==> config.mk <==
export PLATFORM = sky130hd
export DESIGN_NAME = ob_xlat
export DESIGN_NICKNAME = d
export VERILOG_FILES = /design/src/rtl/ob_xlat_pkg.sv /design/src/rtl/ob_xlat_regs.sv /design/src/rtl/ob_xlat_match.sv /design/src/rtl/ob_xlat_cfg.sv /design/src/rtl/ob_xlat.sv
export SDC_FILE = /design/constraint.sdc
export NUM_CORES = 2
export LEC_CHECK = 0
export BUFFER_PORTS_ARGS = -buffer_cell sky130_fd_sc_hd__buf_2
export CAP_MARGIN = 30
export CORE_MARGIN = 5
export CORE_UTILIZATION = 51
export CTS_BUF_LIST = sky130_fd_sc_hd__clkbuf_4 sky130_fd_sc_hd__clkbuf_8 sky130_fd_sc_hd__clkbuf_16
export CTS_CLUSTER_DIAMETER = 30
export DETAILED_ROUTE_END_ITERATION = 10
export PLACE_DENSITY = 0.68
export SYNTH_ARGS = -nofsm -noshare
export SYNTH_HDL_FRONTEND = slang
export SYNTH_SLANG_ARGS = --single-unit
==> constraint.sdc <==
create_clock -name clk -period 5.5 [get_ports clk]
set_input_delay 0.275 -clock clk [delete_from_list [all_inputs] [get_ports clk]]
set_output_delay 0.275 -clock clk [all_outputs]
set_load 0.02 [all_outputs]
==> src/rtl/ob_xlat_pkg.sv <==
// Shared constants and the window record for the outbound translator.
// Assumes register offsets are 12-bit byte offsets inside the port's space.
package ob_xlat_pkg;
    localparam int KIND_W = 5;
    localparam int BUS_W  = 8;
    localparam int DEV_W  = 5;
    localparam int FUN_W  = 3;
    localparam int OFF_W  = 12;

    localparam logic [OFF_W-1:0] OFS_VIEW  = 12'h900;
    localparam logic [OFF_W-1:0] OFS_CTL1  = 12'h904;
    localparam logic [OFF_W-1:0] OFS_CTL2  = 12'h908;
    localparam logic [OFF_W-1:0] OFS_LBASE = 12'h90C;
    localparam logic [OFF_W-1:0] OFS_UBASE = 12'h910;
    localparam logic [OFF_W-1:0] OFS_LIMIT = 12'h914;
    localparam logic [OFF_W-1:0] OFS_LTGT  = 12'h918;
    localparam logic [OFF_W-1:0] OFS_UTGT  = 12'h91C;

    localparam logic [KIND_W-1:0] KIND_MEM  = 5'd0;
    localparam logic [KIND_W-1:0] KIND_IO   = 5'd2;
    localparam logic [KIND_W-1:0] KIND_CFG0 = 5'd4;
    localparam logic [KIND_W-1:0] KIND_CFG1 = 5'd5;

    typedef struct packed {
        logic              en;
        logic              bar;
        logic [KIND_W-1:0] kind;
        logic [31:0]       lbase;
        logic [31:0]       ubase;
        logic [31:0]       limit;
        logic [31:0]       ltgt;
        logic [31:0]       utgt;
    } win_t;
endpackage

==> src/rtl/ob_xlat_regs.sv <==
// Viewport-indexed register file holding NWIN outbound windows.
// Assumes NWIN >= 1; an index at or above NWIN, or an inbound viewport,
// selects no storage: writes are ignored and reads return zero.
module ob_xlat_regs
    import ob_xlat_pkg::*;
#(
    parameter  int NWIN = 4,
    localparam int IW   = (NWIN > 1) ? $clog2(NWIN) : 1
) (
    input  logic                   clk,
    input  logic                   rst_n,
    input  logic                   wr,
    input  logic [OFF_W-1:0]       addr,
    input  logic [31:0]            wdata,
    output logic [31:0]            rdata,
    output win_t [NWIN-1:0]        wins
);
    logic          vp_in;
    logic [IW-1:0] vp_idx;
    win_t [NWIN-1:0] win_q;
    logic          sel_ok;
    win_t          cur;

    // Selected window is usable only for an outbound, in-range index.
    assign sel_ok = !vp_in && (32'(vp_idx) < NWIN);

    // Viewport and window storage updates.
    always_ff @(posedge clk) begin
        if (!rst_n) begin
            vp_in  <= 1'b0;
            vp_idx <= '0;
            win_q  <= '0;
        end else if (wr) begin
            if (addr == OFS_VIEW) begin
                vp_in  <= wdata[31];
                vp_idx <= wdata[IW-1:0];
            end else if (sel_ok) begin
                case (addr)
                    OFS_CTL1:  win_q[vp_idx].kind  <= wdata[KIND_W-1:0];
                    OFS_CTL2: begin
                        win_q[vp_idx].en  <= wdata[31];
                        win_q[vp_idx].bar <= wdata[30];
                    end
                    OFS_LBASE: win_q[vp_idx].lbase <= wdata;
                    OFS_UBASE: win_q[vp_idx].ubase <= wdata;
                    OFS_LIMIT: win_q[vp_idx].limit <= wdata;
                    OFS_LTGT:  win_q[vp_idx].ltgt  <= wdata;
                    OFS_UTGT:  win_q[vp_idx].utgt  <= wdata;
                    default: ;
                endcase
            end
        end
    end

    // Read-back mux for the offset currently presented.
    always_comb begin
        cur   = sel_ok ? win_q[vp_idx] : '0;
        rdata = '0;
        case (addr)
            OFS_VIEW: begin
                rdata[31]     = vp_in;
                rdata[IW-1:0] = vp_idx;
            end
            OFS_CTL1:  rdata[KIND_W-1:0] = cur.kind;
            OFS_CTL2: begin
                rdata[31] = cur.en;
                rdata[30] = cur.bar;
            end
            OFS_LBASE: rdata = cur.lbase;
            OFS_UBASE: rdata = cur.ubase;
            OFS_LIMIT: rdata = cur.limit;
            OFS_LTGT:  rdata = cur.ltgt;
            OFS_UTGT:  rdata = cur.utgt;
            default:   rdata = '0;
        endcase
    end

    assign wins = win_q;
endmodule

==> src/rtl/ob_xlat_match.sv <==
// Priority matcher for plain address lookups across all windows.
// Assumes the window record is stable during the lookup cycle; the
// lowest-index enabled window whose range holds the address wins.
module ob_xlat_match
    import ob_xlat_pkg::*;
#(
    parameter int NWIN = 4
) (
    input  win_t [NWIN-1:0]   wins,
    input  logic [63:0]       addr,
    output logic              hit,
    output logic [KIND_W-1:0] kind,
    output logic [63:0]       tgt
);
    logic [NWIN-1:0] inwin;
    logic [63:0]     moved [NWIN];

    // One range comparator and offset adder per window.
    for (genvar g = 0; g < NWIN; g++) begin : g_win
        assign inwin[g] = wins[g].en
                        && (addr[63:32] == wins[g].ubase)
                        && (addr[31:0] >= wins[g].lbase)
                        && (addr[31:0] <= wins[g].limit);
        assign moved[g] = {wins[g].utgt, wins[g].ltgt}
                        + (addr - {wins[g].ubase, wins[g].lbase});
    end

    // Scan high to low so the lowest matching index is assigned last.
    always_comb begin
        hit  = 1'b0;
        kind = '0;
        tgt  = '0;
        for (int i = NWIN - 1; i >= 0; i--) begin
            if (inwin[i]) begin
                hit  = 1'b1;
                kind = wins[i].kind;
                tgt  = moved[i];
            end
        end
    end
endmodule

==> src/rtl/ob_xlat_cfg.sv <==
// Configuration lookup former: validity rule, local detection, type choice
// by bus number and target packing through the configuration window.
// Assumes the caller passes the window reserved for configuration traffic.
module ob_xlat_cfg
    import ob_xlat_pkg::*;
(
    input  win_t              cw,
    input  logic [BUS_W-1:0]  bus,
    input  logic [DEV_W-1:0]  dev,
    input  logic [FUN_W-1:0]  func,
    input  logic [OFF_W-1:0]  off,
    output logic              bad,
    output logic              local_acc,
    output logic              miss,
    output logic [KIND_W-1:0] kind,
    output logic [63:0]       tgt
);
    logic [OFF_W-1:0] aoff;

    // Word-aligned register offset.
    assign aoff = {off[OFF_W-1:2], 2'b00};

    // Classify the request and build its target.
    always_comb begin
        bad       = ((bus == 8'd0) && (dev > 5'd1)) ||
                    ((bus == 8'd1) && (dev != 5'd0));
        local_acc = !bad && (bus == 8'd0);
        miss      = !bad && !local_acc && !cw.en;
        kind      = (bus < 8'd2) ? KIND_CFG0 : KIND_CFG1;
        if (local_acc)
            tgt = {52'd0, aoff};
        else
            tgt = {cw.utgt, bus, dev, func, 4'b0000, aoff};
    end
endmodule

==> src/rtl/ob_xlat.sv <==
// Outbound address translator top: register file, plain-address matcher
// and configuration former, with one registered result stage.
// Assumes lookup fields are meaningful only while lk_valid is high.
module ob_xlat
    import ob_xlat_pkg::*;
#(
    parameter int NWIN    = 4,
    parameter int CFG_WIN = 0
) (
    input  logic              clk,
    input  logic              rst_n,
    input  logic              reg_wr,
    input  logic [11:0]       reg_addr,
    input  logic [31:0]       reg_wdata,
    output logic [31:0]       reg_rdata,
    input  logic              lk_valid,
    input  logic              lk_is_cfg,
    input  logic              lk_write,
    input  logic [63:0]       lk_addr,
    input  logic [7:0]        lk_bus,
    input  logic [4:0]        lk_dev,
    input  logic [2:0]        lk_func,
    input  logic [11:0]       lk_off,
    output logic              xl_valid,
    output logic [63:0]       xl_addr,
    output logic [4:0]        xl_kind,
    output logic              xl_local,
    output logic              xl_invalid,
    output logic              xl_rd_ones,
    output logic              xl_miss
);
    win_t [NWIN-1:0]   wins;
    logic              m_hit;
    logic [KIND_W-1:0] m_kind;
    logic [63:0]       m_tgt;
    logic              c_bad, c_local, c_miss;
    logic [KIND_W-1:0] c_kind;
    logic [63:0]       c_tgt;

    ob_xlat_regs #(.NWIN(NWIN)) u_regs (
        .clk(clk), .rst_n(rst_n), .wr(reg_wr), .addr(reg_addr),
        .wdata(reg_wdata), .rdata(reg_rdata), .wins(wins)
    );

    ob_xlat_match #(.NWIN(NWIN)) u_match (
        .wins(wins), .addr(lk_addr), .hit(m_hit), .kind(m_kind), .tgt(m_tgt)
    );

    ob_xlat_cfg u_cfg (
        .cw(wins[CFG_WIN]), .bus(lk_bus), .dev(lk_dev), .func(lk_func),
        .off(lk_off), .bad(c_bad), .local_acc(c_local), .miss(c_miss),
        .kind(c_kind), .tgt(c_tgt)
    );

    // Result register: pick the path for the lookup kind and hold it.
    always_ff @(posedge clk) begin
        if (!rst_n) begin
            xl_valid   <= 1'b0;
            xl_addr    <= '0;
            xl_kind    <= '0;
            xl_local   <= 1'b0;
            xl_invalid <= 1'b0;
            xl_rd_ones <= 1'b0;
            xl_miss    <= 1'b0;
        end else begin
            xl_valid <= lk_valid;
            if (lk_valid) begin
                if (lk_is_cfg) begin
                    xl_addr    <= c_tgt;
                    xl_kind    <= c_kind;
                    xl_local   <= c_local;
                    xl_invalid <= c_bad;
                    xl_rd_ones <= c_bad && !lk_write;
                    xl_miss    <= c_miss;
                end else begin
                    xl_addr    <= m_hit ? m_tgt : 64'd0;
                    xl_kind    <= m_hit ? m_kind : KIND_MEM;
                    xl_local   <= 1'b0;
                    xl_invalid <= 1'b0;
                    xl_rd_ones <= 1'b0;
                    xl_miss    <= !m_hit;
                end
            end
        end
    end
endmodule

### Word level (Yosys, flattened, before mapping)

Index checks and enable logic that the tools add are counted.

| storage, ports and cells | value |
|---|---|
| flip-flop bits (word level) | 745 |
| latch bits | 0 |
| memory bits (writable) | 0 |
| bits in read-only memories | 0 |
| input bits | 142 |
| output and inout port bits | 106 |
| logic and storage cells | 161 |
| memories | 0 |

| cells by class | value |
|---|---|
| add/sub/neg operators | 8 |
| $mul | 0 |
| divide/modulo/power cells | 0 |
| order comparisons | 12 |
| equality and inequality tests | 13 |
| shifts and indexed selects | 0 |
| multiplexer cells | 55 |
| bitwise gates (word level) | 2 |
| reduce and logical (&&, ||, !) cells | 30 |

Operators by type and width:

| kind | number |
|---|---|
| bitwise mux 668 bit | 8 |
| one-hot mux 668 bit (7 select lines) | 1 |
| demux 167 bit (select 2 bit) | 8 |
| two-way mux 64 bit | 8 |
| two-way mux 167 bit | 3 |
| binary-select mux 167 bit (select 2 bit) | 1 |
| adder 64 bit | 4 |
| subtractor 64 bit | 4 |
| two-way mux 166 bit | 1 |
| two-way mux 165 bit | 1 |
| two-way mux 160 bit | 1 |
| == test 32 bit | 4 |
| >= comparator 32 bit | 4 |
| less-or-equal comparator 32 bit | 4 |
| two-way mux 128 bit | 1 |
| one-hot mux 25 bit (5 select lines) | 1 |
| == test 12 bit, second input constant | 8 |
| two-way mux 96 bit | 1 |
| two-way mux 32 bit | 1 |
| two-way mux 5 bit | 6 |
| logical AND 1 bit | 19 |
| one-hot mux 3 bit (6 select lines) | 1 |
| one-hot mux 2 bit (7 select lines) | 1 |
| two-way mux 1 bit | 9 |
| 15 further kinds | 20 |

### Longest topological paths before layout

| logic depth | value |
|---|---|
| depth in word-level cells | 10 |
| mapped depth | 17 |
| mapped depth without buffers | 17 |

### Cells and area by module

From an unflattened synthesis, not the netlist that was laid out.

| unflattened totals | value |
|---|---|
| cell total of the unflattened synthesis | 7875 |
| area total of the unflattened synthesis | 64250.4 µm² |

Modules (own cells, without submodules):

| module | instances | cells an instance | area each (µm²) | sequential area each (µm²) |
|---|---|---|---|---|
| ob_xlat_match | 1 | 4610 | 32313.5 | 0.0 |
| ob_xlat_regs | 1 | 2919 | 28374.7 | 13432.9 |
| ob_xlat | 1 | 262 | 3041.7 | 1481.4 |
| ob_xlat_cfg | 1 | 84 | 520.5 | 0.0 |

### Worst setup path before layout

OpenSTA, ideal clock, no wires.

| timing | value |
|---|---|
| path kind | input to register |
| start point | input lk_addr[10] |
| end point | register xl_addr[61] |
| library setup time | 0.128 ns |
| arrival | 3.665 ns |
| data required time | 5.372 ns |
| path slack | 1.708 ns |
| stages | 15 |
| cell sequence | inv_1 > fa_1 > inv_1 > ha_1 > nand2_2 > or4_1 > or4b_4 > a211oi_2 > o2111a_1 > o211ai_1 > a211oi_1 > or3b_1 > a21boi_1 > o311ai_1 > a21oi_1 |

| on the way | value |
|---|---|
| longest elaborated chain between the ends | 9 |
| elaborated cells between the ends (all ways) | 34 |

Ends and longest elaborated chain:

| what | line | RTL |
|---|---|---|
| start, declared | ob_xlat.sv:19 | `input logic [63:0] lk_addr,` |
| parallel branches: the longest is 7 deep, another holds subtractor 64 bit | - |  |
| two-way mux 64 bit (*) | ob_xlat.sv:76 | `xl_addr <= m_hit ? m_tgt : 64'd0;` |
| two-way mux 64 bit (*) | ob_xlat.sv:68 | `if (lk_is_cfg) begin` |
| end signal, assigned | ob_xlat.sv:69 | `xl_addr <= c_tgt;` |
| end signal, assigned | ob_xlat.sv:76 |  |
| end, declared | ob_xlat.sv:25 | `output logic [63:0] xl_addr,` |

Every way passes the cells marked *.
A chain may end at the register's enable or synchronous reset.

==> run summary <==
CTS buffer count = 193
R2R setup slack = 320 ps
WL final = 340000 um
FF/Latch Area = 0.0149 sq mm
Cell Area, Synth = 0.0654 sq mm
# setup viols final = 0
DR vias/cell = 6.49
worst-case vdd ir drop = 0.395 mV
# rows = 131
period utilization = 94.2%
Post-synth EDFFs = 0
required time worst endpoint = 6210 ps
post-synthesis register bit count = 745
GRT Util Overall = 48.1%
Crit Path Max Fanout = 7
post-synthesis sequential area ratio = 22.8%
layout cells sized above 1 = 11.7%
core area = 0.128 sq mm
largest net degree at the start of global routing = 209
post-layout instance area = 0.0766 sq mm
Final Hold Slack = 48.2 ps
setup TNS = 0 ps
Critical Path Source Type = flip-flop
# IOs = 248
Area Overhead vs Synth = 17.1%
initial drt markers = 11687
DR DRC count = 0
Slew Viols, Final = 0
Worst Max-Slew Pin Slew = 1200 ps
Power Density = 282 mW/mm^2
Max-slew headroom = 19.8%
multi-input logic area = 0.0440 sq mm
Max Fclk = 0.193 GHz
Worst-path clk slew = 50 ps
Die W = 368 um
WL per Instance = 31.8 um
Syn Area/Cell = 7.58 sq um
Clock Sink Count = 745
initial antenna violation count = 31
GRT overflow = 0
P_leak = 30.8 nW
Initial Util = 51.3%
Die ar. = 0.136 sq mm
most common cell after layout, fill and taps aside = nand2_1
type of the most critical hold path = in -> reg
Port Buffers = 245
Synth Flop Type = dfxtp_1
Die Y = 368 um
utilization after layout = 60.1%
Final Hold Vio Count = 0
Post-DP Area = 0.0687 sq mm
global-route wire length before repair = 468000 um
CTS resizes = 0
RSZ-0062 raised after global routing = no
CTS tree = built
vias in the first global route = 63851
# nets final = 9864
Via Count = 69292
Crit Path Category = reg -> reg
Syn Inst Count = 8633
async set-or-reset flop fraction in the synthesized netlist = 0%
outcome = complete, no violations
clk_lat worst skew = 850 ps
CP arrival = 5890 ps
DP HPWL = 268000 um
Final ANT Viol Nets = 0
fillers = 11470
syn nets = 9663
post-layout minimum cycle time = 5180 ps
hold depth = 3
CP Capture Type = flip-flop
most frequent cells in the layout = nand2_1, inv_1, a21oi_1
htree depth = 4
worst reg2reg path depth = 12
CTS root buf = clkbuf_16
DR pass1 iterations = 9
maximum clock path buffer count = 3
clock skew = 108 ps
Synth Warn # = 0
routability-driven placement congestion ratio = 1.12
Synth cell types = 91
max cap viols = 0
worst max-delay path, cell delays in order, from the launching register on:
cell	delay (ps)
dfxtp_1	730
inv_1	100
ha_1	290
nand4_1	120
nor4_1	490
nand3_1	440
nor2_1	220
a41oi_1	310
or3_1	760
nand2_1	550
nor2_1	100
a2111oi_0	750
a21o_1	140
where the power goes:
part / internal, mW / switching [mW] / total (mW) / leakage, nW
logic: 1.19 / 2.42 / 3.61 / 21.3
registers: 5.43 / 0.0108 / 5.44 / 6.01
clock network: 8.56 / 3.97 / 12.5 / 3.50
total: 15.2 / 6.40 / 21.6 / 30.8
area by class of cell:
class / count / share of cell area, %
Multi-Input combinational cell: 6122 / 57.5
Sequential cell: 745 / 19.5
Clock buffer: 247 / 7.05
Inverter: 1267 / 6.22
Timing Repair Buffer: 505 / 4.60
Tap cell: 1662 / 2.71
Clock inverter: 111 / 2.42
Antenna cell: 19 / 0.0621
logic make-up (layout without fill, tap and decap cells):
group	count (synthesis)	count (layout)	share of synthesized area, %
xor gates and xnor gates	236	236	3.16
AOI/OAI and AO/OA	2213	2213	20.7
muxes	204	204	6.32
and+or+nand+nor	2581	2581	17.0
adders and majority gates	888	888	19.9
other	0	19	0
buffers and inverters	1766	2130	10.2
DFF	745	745	22.8
cell usage after synthesis, drive strengths merged, types with 40 or more instances:
cell type | number | share of area [%]
clkbuf | 462 | 2.7
nand2 | 1654 | 9.5
nor3 | 98 | 0.75
ha | 636 | 12
a21oi | 1064 | 8.1
a21o | 210 | 2.4
dfxtp | 745 | 23
o21bai | 44 | 0.51
nand4 | 154 | 1.5
o21a | 40 | 0.46
a31oi | 86 | 0.82
inv | 1266 | 7.3
nand3 | 96 | 0.73
a221oi | 48 | 0.64
o211ai | 41 | 0.47
xor2 | 101 | 1.4
o21ai | 272 | 2.1
mux4 | 167 | 5.7
a22oi | 104 | 1.2
nor2 | 316 | 1.8
fa | 252 | 7.7
a211oi | 54 | 0.63
xnor2 | 135 | 1.8
stage by stage:
stage / std cells / setup WS [ps] / total power, mW
floorplan: 8633 / 1710 / 7.68
global placement: 10238 / 527 / 8.88
detailed placement: 10241 / 486 / 8.91
CTS: 10653 / 661 / 21.3
global route: 10663 / 401 / 22.0
finish: 10678 / 319 / 21.6
metal layers:
layer	vias up	wire length, um	global-route usage (%)	share of wire, %
met1	33200	133000	64.7	39
met4	20	18100	20.7	5.3
met2	5644	121000	59.6	36
met3	762	67500	30.2	20
li1	29666	-	-	-
met5	-	236	0.570	0.069
final timing paths:
| check | from | endpoint |
|---|---|---|
| max | flip-flop | xl_addr[28]$_SDFFE_PN0P_ |
| max reg2reg | flip-flop | xl_addr[28]$_SDFFE_PN0P_ |
| min reg2reg | xl_addr[0]$_SDFFE_PN0P_ | xl_addr[0]$_SDFFE_PN0P_ |
| min | reg_wdata[11] | flip-flop |
what timing repair did:
action / in CTS / in global routing
hold endpoints to repair: 249 / 1
setup buffers: 0 / 0
hold buffers: 54 / 1
Note: power is estimated with default switching activity, not from simulation.
